--- src/rtl/bpm_pkg.sv ---
package bpm_pkg;

    // sum and carry pair produced by one adder cell
    typedef struct packed {
        logic cry;
        logic sum;
    } sc_t;

    function automatic sc_t full_add(input logic x, input logic y, input logic z);
        sc_t r;
        r.sum = x ^ y ^ z;
        r.cry = (x & y) | (x & z) | (y & z);
        return r;
    endfunction

    // a cell only has work to do when its own term or its incoming carry is set
    function automatic logic cell_fires(input logic pp, input logic cry);
        return pp | cry;
    endfunction

endpackage

--- src/rtl/bpm_cell.sv ---
module bpm_cell
    import bpm_pkg::*;
(
    input  logic pp_i,
    input  logic sum_i,
    input  logic cry_i,
    output logic sum_o,
    output logic cry_o
);
    logic fire;
    logic gx, gy, gz;
    sc_t  res;

    assign fire = cell_fires(pp_i, cry_i);

    // operand gating keeps the adder quiet while the cell is skipped
    assign gx = pp_i  & fire;
    assign gy = sum_i & fire;
    assign gz = cry_i & fire;

    assign res = full_add(gx, gy, gz);

    always_comb begin
        if (fire) begin
            sum_o = res.sum;
            cry_o = res.cry;
        end else begin
            sum_o = sum_i;
            cry_o = 1'b0;
        end
    end
endmodule

--- src/rtl/bpm_array.sv ---
module bpm_array #(
    parameter int W = 12
) (
    input  logic [W-1:0] a_i,
    input  logic [W-1:0] b_i,
    output logic [W-1:0] low_o,
    output logic [W-1:0] hsum_o,
    output logic [W-1:0] hcry_o
);
    logic [W-1:0] srow [W];
    logic [W-1:0] crow [W];

    // first row is a plain AND row with no carries
    assign srow[0] = a_i & {W{b_i[0]}};
    assign crow[0] = '0;

    for (genvar j = 1; j < W; j++) begin : g_row
        for (genvar i = 0; i < W; i++) begin : g_col
            logic s_in;
            if (i == W - 1) begin : g_edge
                assign s_in = 1'b0;
            end else begin : g_inner
                assign s_in = srow[j-1][i+1];
            end
            bpm_cell u_cell (
                .pp_i  (a_i[i] & b_i[j]),
                .sum_i (s_in),
                .cry_i (crow[j-1][i]),
                .sum_o (srow[j][i]),
                .cry_o (crow[j][i])
            );
        end
    end

    for (genvar j = 0; j < W; j++) begin : g_low
        assign low_o[j] = srow[j][0];
    end

    assign hsum_o = {1'b0, srow[W-1][W-1:1]};
    assign hcry_o = crow[W-1];
endmodule

--- src/rtl/bpm_ripple.sv ---
module bpm_ripple
    import bpm_pkg::*;
#(
    parameter int W = 12
) (
    input  logic [W-1:0] x_i,
    input  logic [W-1:0] y_i,
    output logic [W-1:0] sum_o
);
    logic [W-1:0] chain;

    assign chain[0] = 1'b0;

    for (genvar k = 0; k < W; k++) begin : g_bit
        if (k < W - 1) begin : g_mid
            sc_t r;
            assign r          = full_add(x_i[k], y_i[k], chain[k]);
            assign sum_o[k]   = r.sum;
            assign chain[k+1] = r.cry;
        end else begin : g_top
            // the product fits in 2W bits, so no carry leaves the top stage
            assign sum_o[k] = x_i[k] ^ y_i[k] ^ chain[k];
        end
    end
endmodule

--- src/rtl/bypass_array_mult.sv ---
module bypass_array_mult #(
    parameter int WIDTH = 12
) (
    input  logic               clk,
    input  logic               rst,
    input  logic               in_valid,
    input  logic [WIDTH-1:0]   a_op,
    input  logic [WIDTH-1:0]   b_op,
    output logic               out_valid,
    output logic [2*WIDTH-1:0] prod
);
    localparam int PW = 2 * WIDTH;

    logic [WIDTH-1:0] low_bits;
    logic [WIDTH-1:0] hsum;
    logic [WIDTH-1:0] hcry;
    logic [WIDTH-1:0] high_bits;
    logic [PW-1:0]    prod_d;

    bpm_array #(.W(WIDTH)) u_array (
        .a_i    (a_op),
        .b_i    (b_op),
        .low_o  (low_bits),
        .hsum_o (hsum),
        .hcry_o (hcry)
    );

    bpm_ripple #(.W(WIDTH)) u_merge (
        .x_i   (hsum),
        .y_i   (hcry),
        .sum_o (high_bits)
    );

    assign prod_d = {high_bits, low_bits};

    always_ff @(posedge clk) begin
        if (rst) begin
            out_valid <= 1'b0;
            prod      <= '0;
        end else begin
            out_valid <= in_valid;
            if (in_valid) begin
                prod <= prod_d;
            end
        end
    end


    rst_clear_chk: assert property (@(posedge clk)
        rst |=> (!out_valid && prod == '0));


    vld_follow_chk: assert property (@(posedge clk) disable iff (rst)
        in_valid |=> out_valid);


    vld_drop_chk: assert property (@(posedge clk) disable iff (rst)
        !in_valid |=> !out_valid);


    prod_value_chk: assert property (@(posedge clk) disable iff (rst)
        in_valid |=> prod == (PW'($past(a_op)) * PW'($past(b_op))));


    prod_hold_chk: assert property (@(posedge clk) disable iff (rst)
        !in_valid |=> $stable(prod));


    zero_op_chk: assert property (@(posedge clk) disable iff (rst)
        (in_valid && (a_op == '0 || b_op == '0)) |=> prod == '0);
endmodule

--- config.mk ---
export PLATFORM = sky130hd
export DESIGN_NAME = bypass_array_mult
export DESIGN_NICKNAME = d
export VERILOG_FILES = /design/src/rtl/bpm_pkg.sv /design/src/rtl/bpm_cell.sv /design/src/rtl/bpm_array.sv /design/src/rtl/bpm_ripple.sv /design/src/rtl/bypass_array_mult.sv
export SDC_FILE = /design/constraint.sdc
export NUM_CORES = 1
export LEC_CHECK = 0
export BUFFER_PORTS_ARGS = -buffer_cell sky130_fd_sc_hd__buf_2
export CAP_MARGIN = 10
export CORE_MARGIN = 2
export CORE_UTILIZATION = 29
export CTS_CLUSTER_SIZE = 24
export DETAILED_ROUTE_END_ITERATION = 10
export GPL_ROUTABILITY_DRIVEN = 0
export PLACE_DENSITY = 0.42
export SYNTH_ARGS = -nofsm -noshare
export SYNTH_HDL_FRONTEND = slang
export SYNTH_SLANG_ARGS = --single-unit
export TNS_END_PERCENT = 100
--- constraint.sdc ---
create_clock -name clk -period 15 [get_ports clk]
set_clock_uncertainty 0.1 [all_clocks]
set_input_delay 1.5 -clock clk [delete_from_list [all_inputs] [get_ports clk]]
set_output_delay 1.5 -clock clk [all_outputs]
set_load 0.02 [all_outputs]
Word-level counts from Yosys, hierarchy flattened:

Index checks and enable logic that the tools add are counted.

* muxes and demuxes: 253
* bitwise logic cells: 1448

Operators by type and width (count)
* $and 1x1->1: 845
* $or 1x1->1: 350
* $mux 1: 253
* $xor 1x1->1: 252
* $and 12x12->12: 1

* register bits after elaboration: 25
* output and inout bits: 25
* logic and storage cells: 1703

Depth between registers and ports, before layout:

Gate-level depths: netlist (run 1).

* depth in word-level cells: 95
* mapped depth: 59

By module:

Synthesis (run 1) repeated with hierarchy kept, for this count alone.

* cell total of the unflattened synthesis: 1330
* area total of the unflattened synthesis: 10785.3 um2

By module, submodules not included
* bpm_cell: instances 132, cells each 8, area each 63.8 um2
* bpm_array: instances 1, cells each 182, area each 1223.7 um2
* bypass_array_mult: instances 1, cells each 80, area each 902.1 um2
* bpm_ripple: instances 1, cells each 12, area each 236.5 um2

Worst setup path before layout (run 1):

No wires, ideal clock.

* path kind: input-to-reg
* start point: in a_op[5]
* end point: reg prod[22]
* arrival: 13.346 ns
* path slack: 1.468 ns
* cell stages on the path: 53
* cells stage by stage: clkbuf_1 and2_1 ha_1 o21a_1 ha_1 and3b_1 o31ai_1 and2_1 ha_1 a211oi_2 a21oi_1 o21a_1 ha_1 o31a_2 nor2_1 nor2_1 ha_1 mux2_2 [... 17 more ...] ha_1 o22ai_1 fa_1 fa_1 inv_1 ha_1 inv_1 fa_1 fa_1 fa_1 fa_1 fa_1 fa_1 fa_1 fa_1 fa_1 fa_1 a211oi_1

* longest elaborated chain between the ends: 88

RTL lines
* from (decl): RTL line bypass_array_mult.sv:7 `input logic [WIDTH-1:0] a_op,`
* $and 12x12->12: RTL line bpm_array.sv:14 `assign srow[0] = a_i & {W{b_i[0]}};`
* $and 1x1->1: RTL line bpm_cell.sv:18 `assign gy = sum_i & fire;`
* $xor 1x1->1: RTL line bpm_pkg.sv:11 `r.sum = x ^ y ^ z;`
* $mux 1: RTL line bpm_cell.sv:24 `if (fire) begin`
* $and 1x1->1: RTL line bpm_cell.sv:18
* $xor 1x1->1 or $and 1x1->1 (tied branches): RTL line bpm_pkg.sv:11, bpm_pkg.sv:12
* $xor 1x1->1 or $or 1x1->1 (tied branches): RTL line bpm_pkg.sv:11, bpm_pkg.sv:12
* $mux 1 or $or 1x1->1 (tied branches): RTL line bpm_cell.sv:24, bpm_pkg.sv:12
* [... 72 more ...]
* $or 1x1->1 *: RTL line bpm_pkg.sv:12 `r.cry = (x & y) | (x & z) | (y & z);`
* $and 1x1->1: RTL line bpm_pkg.sv:12
* $or 1x1->1: RTL line bpm_pkg.sv:12
* $or 1x1->1 *: RTL line bpm_pkg.sv:12
* $and 1x1->1: RTL line bpm_pkg.sv:12
* $or 1x1->1: RTL line bpm_pkg.sv:12
* $or 1x1->1 *: RTL line bpm_pkg.sv:12
* $xor 1x1->1 *: RTL line bpm_pkg.sv:11
* to (signal assigned): RTL line bypass_array_mult.sv:43 `prod <= prod_d;`
* to (decl): RTL line bypass_array_mult.sv:10 `output logic [2*WIDTH-1:0] prod`

Mark *: on every way between the ends. The rest lies on a longest branch, timed or not.
A chain may end at the register's enable or synchronous reset.

Final worst setup path (run 1):

Ends and elaborated chain as after synthesis.

==> results of run 1 <==
## how the worst min path moves through the flow
| stage | start | endpoint | slack (ps) | cells after the start |
|---|---|---|---|---|
| finish | prod[7] | prod[7] | 370 | 2 |
| global route | prod[11] | prod[11] | 400 | 2 |
| CTS | prod[7] | prod[7] | 370 | 2 |
| detailed placement | prod[7] | prod[7] | 360 | 2 |
| global placement | prod[0] | prod[0] | 360 | 2 |
| floorplan | prod[7] | prod[7] | 440 | 2 |
## logic make-up after synthesis
kind of cell	Yosys count	share of synthesized area [%]
flip-flops	25	7.192
buffers and inverters	122	6.814
AO/OA/AOI/OAI	238	27.09
multiplexers	17	2.499
adder cells (fa/ha/maj)	132	31.82
AND/OR/NAND/NOR	325	24.58
## Yosys cell counts, drive strengths merged, types with 16 or more instances
library cell / n
clkbuf: 36
nand2: 84
a211oi: 29
ha: 57
o21ai: 36
nor2: 70
o21a: 16
inv: 80
fa: 75
and2: 100
dfxtp: 25
a21oi: 54
## per-stage QoR
stage	hold WS, ps	power, uW	instances
detailed placement	360.2	719.4	1188
global route	395.3	888.6	1192
finish	367.3	756.3	1192
CTS	369.1	786.6	1192
floorplan	443.1	572.7	859
global placement	361.6	720.0	1188
## registers in the layout (all words and copies together), names as in the netlist
name       count
prod          24
out_valid      1
## worst max-delay path: cells and delay by family
kind            cells  cell delay (ps)
compound gates     19             3570
fa+ha+maj          22             7070
buf+inv             4              390
simple gates       10             1550
## where the power goes
part	switching, uW	internal [uW]	leakage (uW)
logic	342	266	0.00318
registers	6.46	82.4	0.000207
clock network	22.9	36.3	0.0000382
## area by class of cell
| cell class | count | area, um^2 | share of cell area [%] |
|---|---|---|---|
| Clock buffer | 4 | 78.83 | 1.047 |
| Inverter | 80 | 300.3 | 3.990 |
| Multi-Input combinational cell | 712 | 5984 | 79.52 |
| Sequential cell | 25 | 500.5 | 6.650 |
| Tap cell | 319 | 399.1 | 5.303 |
| Timing Repair Buffer | 52 | 262.8 | 3.491 |
## layer usage
metal / GRT usage [%] / vias up
li1: - / 3023
met1: 17.20 / 2851
met2: 25.66 / 48
met3: 1.437 / 8
met4: 1.488 / 0
met5: 0 / -
==> impl_metrics.tcl, run 1 <==
set metrics [dict create \
    grt_first_pass_wirelength_um 29330 \
    startpoint "a_op[5]" \
    synth_top_area_cell "fa_1" \
    finalNetCount 1033 \
    antenna_found_initial 0 \
    yosys_warnings 0 \
    min_path_type "register to register" \
    dr.pass1.iters 4 \
    port_buffers 51 \
    drc_errors 0 \
    crit_type "input pin to register" \
    final_cell_mix "and2_1, nand2_1, inv_1" \
    final_common_cell "and2_1" \
    critPathSlowestCell "fa_1" \
    synth_area_mm2 0.006959 \
    cts.clk_slew.worst_paths_ps 60 \
    crit_fanout 15 \
    cts_max_path_buffers 2 \
    synth_seq_area_share_pct 7.192 \
    maxCapViolations 0 \
    synth-main-ff-cell "dfxtp_1" \
    wire_per_inst_um 13.93 \
    die-area_mm2 0.02525 \
    n_antenna_cell 0 \
    power.density_mw_per_mm2 100.5 \
    cp_data_arrival_time_ps 14120 \
    drtAntennaViolNets 0 \
    min_period_ps 14040 \
    dr_wl_met2_um 8406 \
    fp-row-count 56 \
    top_layer_used "met4" \
    layout-drive-gt1-share_pct 12.26 \
    setup-tns-final_ps 0 \
    synthToLayoutAreaGrowth_pct 8.145 \
    post-route-util_pct 31.97 \
    layout_setup_ws_ps 959.5 \
    rsz0062_at_grt "false" \
    cts_resized 0 \
    yosysUniqueCellTypes 89 \
    routed_wl_um 16610 \
    ir_worst_vdd_uv 74.85 \
    max_freq_ghz 0.07122 \
    synthArstFlopShare_pct 0 \
    setup_viol 0 \
    worst_setup_path_end_kind "register" \
    r2r_slack_ps 14160 \
    cts_max_level 1 \
    reg2reg_to "prod[9]" \
    core_mm2 0.02354 \
    grt_pass1_vias 6097 \
    crit_path_frequent_cell "fa_1" \
    final_area_mm2 0.007526 \
    setup.worst_path.start_class "input pin" \
    dp_hpwl_um 13960 \
    groute.usage.overall_pct 13.60 \
    ios 52 \
    required_ps 15080 \
    vias 5930 \
    synth-seq-cells 25 \
    cts_tree "built" \
    endpoint "prod[22]" \
    hold_viol_final 0 \
    cts_root_buf "clkbuf_16" \
    tightestPinTransition_ps 816.2 \
    synth-edff-count 0 \
    leakage_uw 0.003423 \
    postSynthAreaPerCell_um2 8.101 \
    die_h_um 158.9 \
    grt_max_degree 43 \
    dr_wl_met3_um 305 \
    hold_buffers 0 \
    syn_inst 859 \
    pre_cts_ws_ps 625.0 \
    outcome "finished, final reports clean" \
    start_util_pct 29.56 \
    max-slew-margin-rel_pct 45.59 \
    period_share_pct 93.60 \
    fillers 2575 \
    viasPerCell 4.975 \
    report.final.slew_viol_count 0 \
    met1_length_um 7756 \
    drt_iter0_drc 218 \
    grt_overflow 0 \
    chipWidth_um 158.9 \
    netlist.area_leader.share_pct 21.57 \
    reg2reg_depth 2 \
    clk_latency_ps 260 \
    reg2reg_from "prod[9]" \
    cts_made_buffers 3 \
    cts.sinks 25 \
    place_area_mm2 0.007447 \
    synth_nets 1018 \
    post_cts_buffers 0 \
    max_stage_delay_ps 430 \
    synth.top_cells.by_area "fa_1, ha_1, and2_1" \
]
No activity file was read; power rests on OpenSTA's default activity.
==> run 2, diff against run 1 <==
Settings changed: PLACE_DENSITY 0.42 to 0.53, REMOVE_ABC_BUFFERS set to 1.
==> impl_metrics.tcl, run 2 (synthesis results as in run 1) <==
set metrics [dict create \
    cts_root_buf "clkbuf_16" \
    largest_reg_flops 24 \
    pre_cts_ws_ps 689.3 \
    ios 52 \
    seq_area_um2 500.5 \
    outcome "finished, final reports clean" \
    critPathTopFamily "adder cells" \
    critPathSlowestCell "fa_1" \
    maxCapViolations 0 \
    cts_max_path_buffers 2 \
    cts_resized 0 \
    multiInputGateArea_mm2 0.005984 \
    crit_type "input pin to register" \
    cts_max_level 1 \
    top_register "prod" \
    finalNetCount 1033 \
    antenna_found_initial 0 \
    final_cell_mix "and2_1, nand2_1, inv_1" \
    dr.pass1.iters 4 \
    leakage_uw 0.003423 \
    crit_buf_inv 3 \
    max_stage_delay_ps 430 \
    synthToLayoutAreaGrowth_pct 8.145 \
    grt_first_pass_wirelength_um 27120 \
    worst_setup_path_end_kind "register" \
    setup.worst_path.start_class "input pin" \
    crit_fanout 15 \
    power.density_mw_per_mm2 97.65 \
    wire_per_inst_um 12.69 \
    rsz0062_at_grt "false" \
    layout-drive-gt1-share_pct 12.26 \
    max-slew-margin-rel_pct 48.92 \
    required_ps 15080 \
    tightestPinTransition_ps 766.1 \
    fp-row-count 56 \
    grt_overflow 0 \
    crit_path_frequent_cell "fa_1" \
    cts_tree "built" \
    period_share_pct 93.10 \
    cts_made_buffers 3 \
    viasPerCell 4.937 \
    hold_viol_final 0 \
    drt_iter0_drc 221 \
    post_cts_buffers 0 \
    die-area_mm2 0.02525 \
    routed_wl_um 15130 \
    grt_max_degree 43 \
    n_antenna_cell 0 \
    reg_top3 "prod (24), out_valid (1)" \
    cts.sinks 25 \
    setup_viol 0 \
    groute.usage.overall_pct 12.34 \
    start_util_pct 29.56 \
    min_period_ps 13970 \
    setup-tns-final_ps 0 \
    max_freq_ghz 0.07161 \
    drc_errors 0 \
    cp_data_arrival_time_ps 14040 \
    clk_latency_ps 260 \
    cts.clk_slew.worst_paths_ps 60 \
    drtAntennaViolNets 0 \
    hold_buffers 0 \
    ir_worst_vdd_uv 64.29 \
    port_buffers 51 \
    die_h_um 158.9 \
    fillers 2558 \
    final_common_cell "and2_1" \
    core_mm2 0.02354 \
    post-route-util_pct 31.97 \
    grt_pass1_vias 5782 \
    report.final.slew_viol_count 0 \
    vias 5885 \
    dp_hpwl_um 12890 \
    layout_setup_ws_ps 1035 \
    min_path_type "register to register" \
    chipWidth_um 158.9 \
]
run 2: cell counts in the layout (fill, tap and decap cells not counted):
No cell type changed its count.
run 2: layer usage:
layer	GRT usage (%)	vias up	part of all wire (%)
met5	0	-	0
met4	0.4959	0	0.073
met3	1.672	2	2.6
met2	22.19	61	48
met1	16.59	2798	50
li1	-	3024	-
run 2: path summary, 6_finish.rpt:
| path | start | to | slack (ps) | cells past startpoint |
|---|---|---|---|---|
| setup / recovery | a_op[5] | prod[22] | 1030 | 53 |
| hold / removal | prod[13] | prod[13] | 370 | 2 |
| setup reg to reg | prod[9] | prod[9] | 14160 | 2 |
| hold reg to reg | prod[13] | prod[13] | 370 | 2 |
run 2: power by group:
group	switching [uW]	total [uW]	leakage, uW	internal (uW)
clock	23.1	59.5	0.0000382	36.3
combinational	328	586	0.00318	258
sequential	6.84	89.2	0.000207	82.4
total	358	735	0.00342	377
run 2: through the flow:
step                      power, uW  instance area (um^2)  hold slack (ps)  cells
final                         734.9                  7526            373.8   1192
after global routing          853.5                  7526            412.2   1192
after CTS                     763.2                  7526            377.9   1192
after detailed placement      699.6                  7447            368.1   1188
after global placement        694.9                  7447            362.2   1188
after floorplan               562.9                  6785            436.4    817
run 2: layout make-up:
| type | count | share of cell area [%] |
|---|---|---|
| clock buffers | 4 | 1.047 |
| inverters | 80 | 3.990 |
| multi-input cells | 712 | 79.52 |
| flip-flops and latches | 25 | 6.650 |
| well taps | 319 | 5.303 |
| repair buffers | 52 | 3.491 |
run 2: worst reg2reg max path, cell delays in order (launching register included):
cell     delay, ps
dfxtp_1        310
nor3b_1        130
a31o_1         210
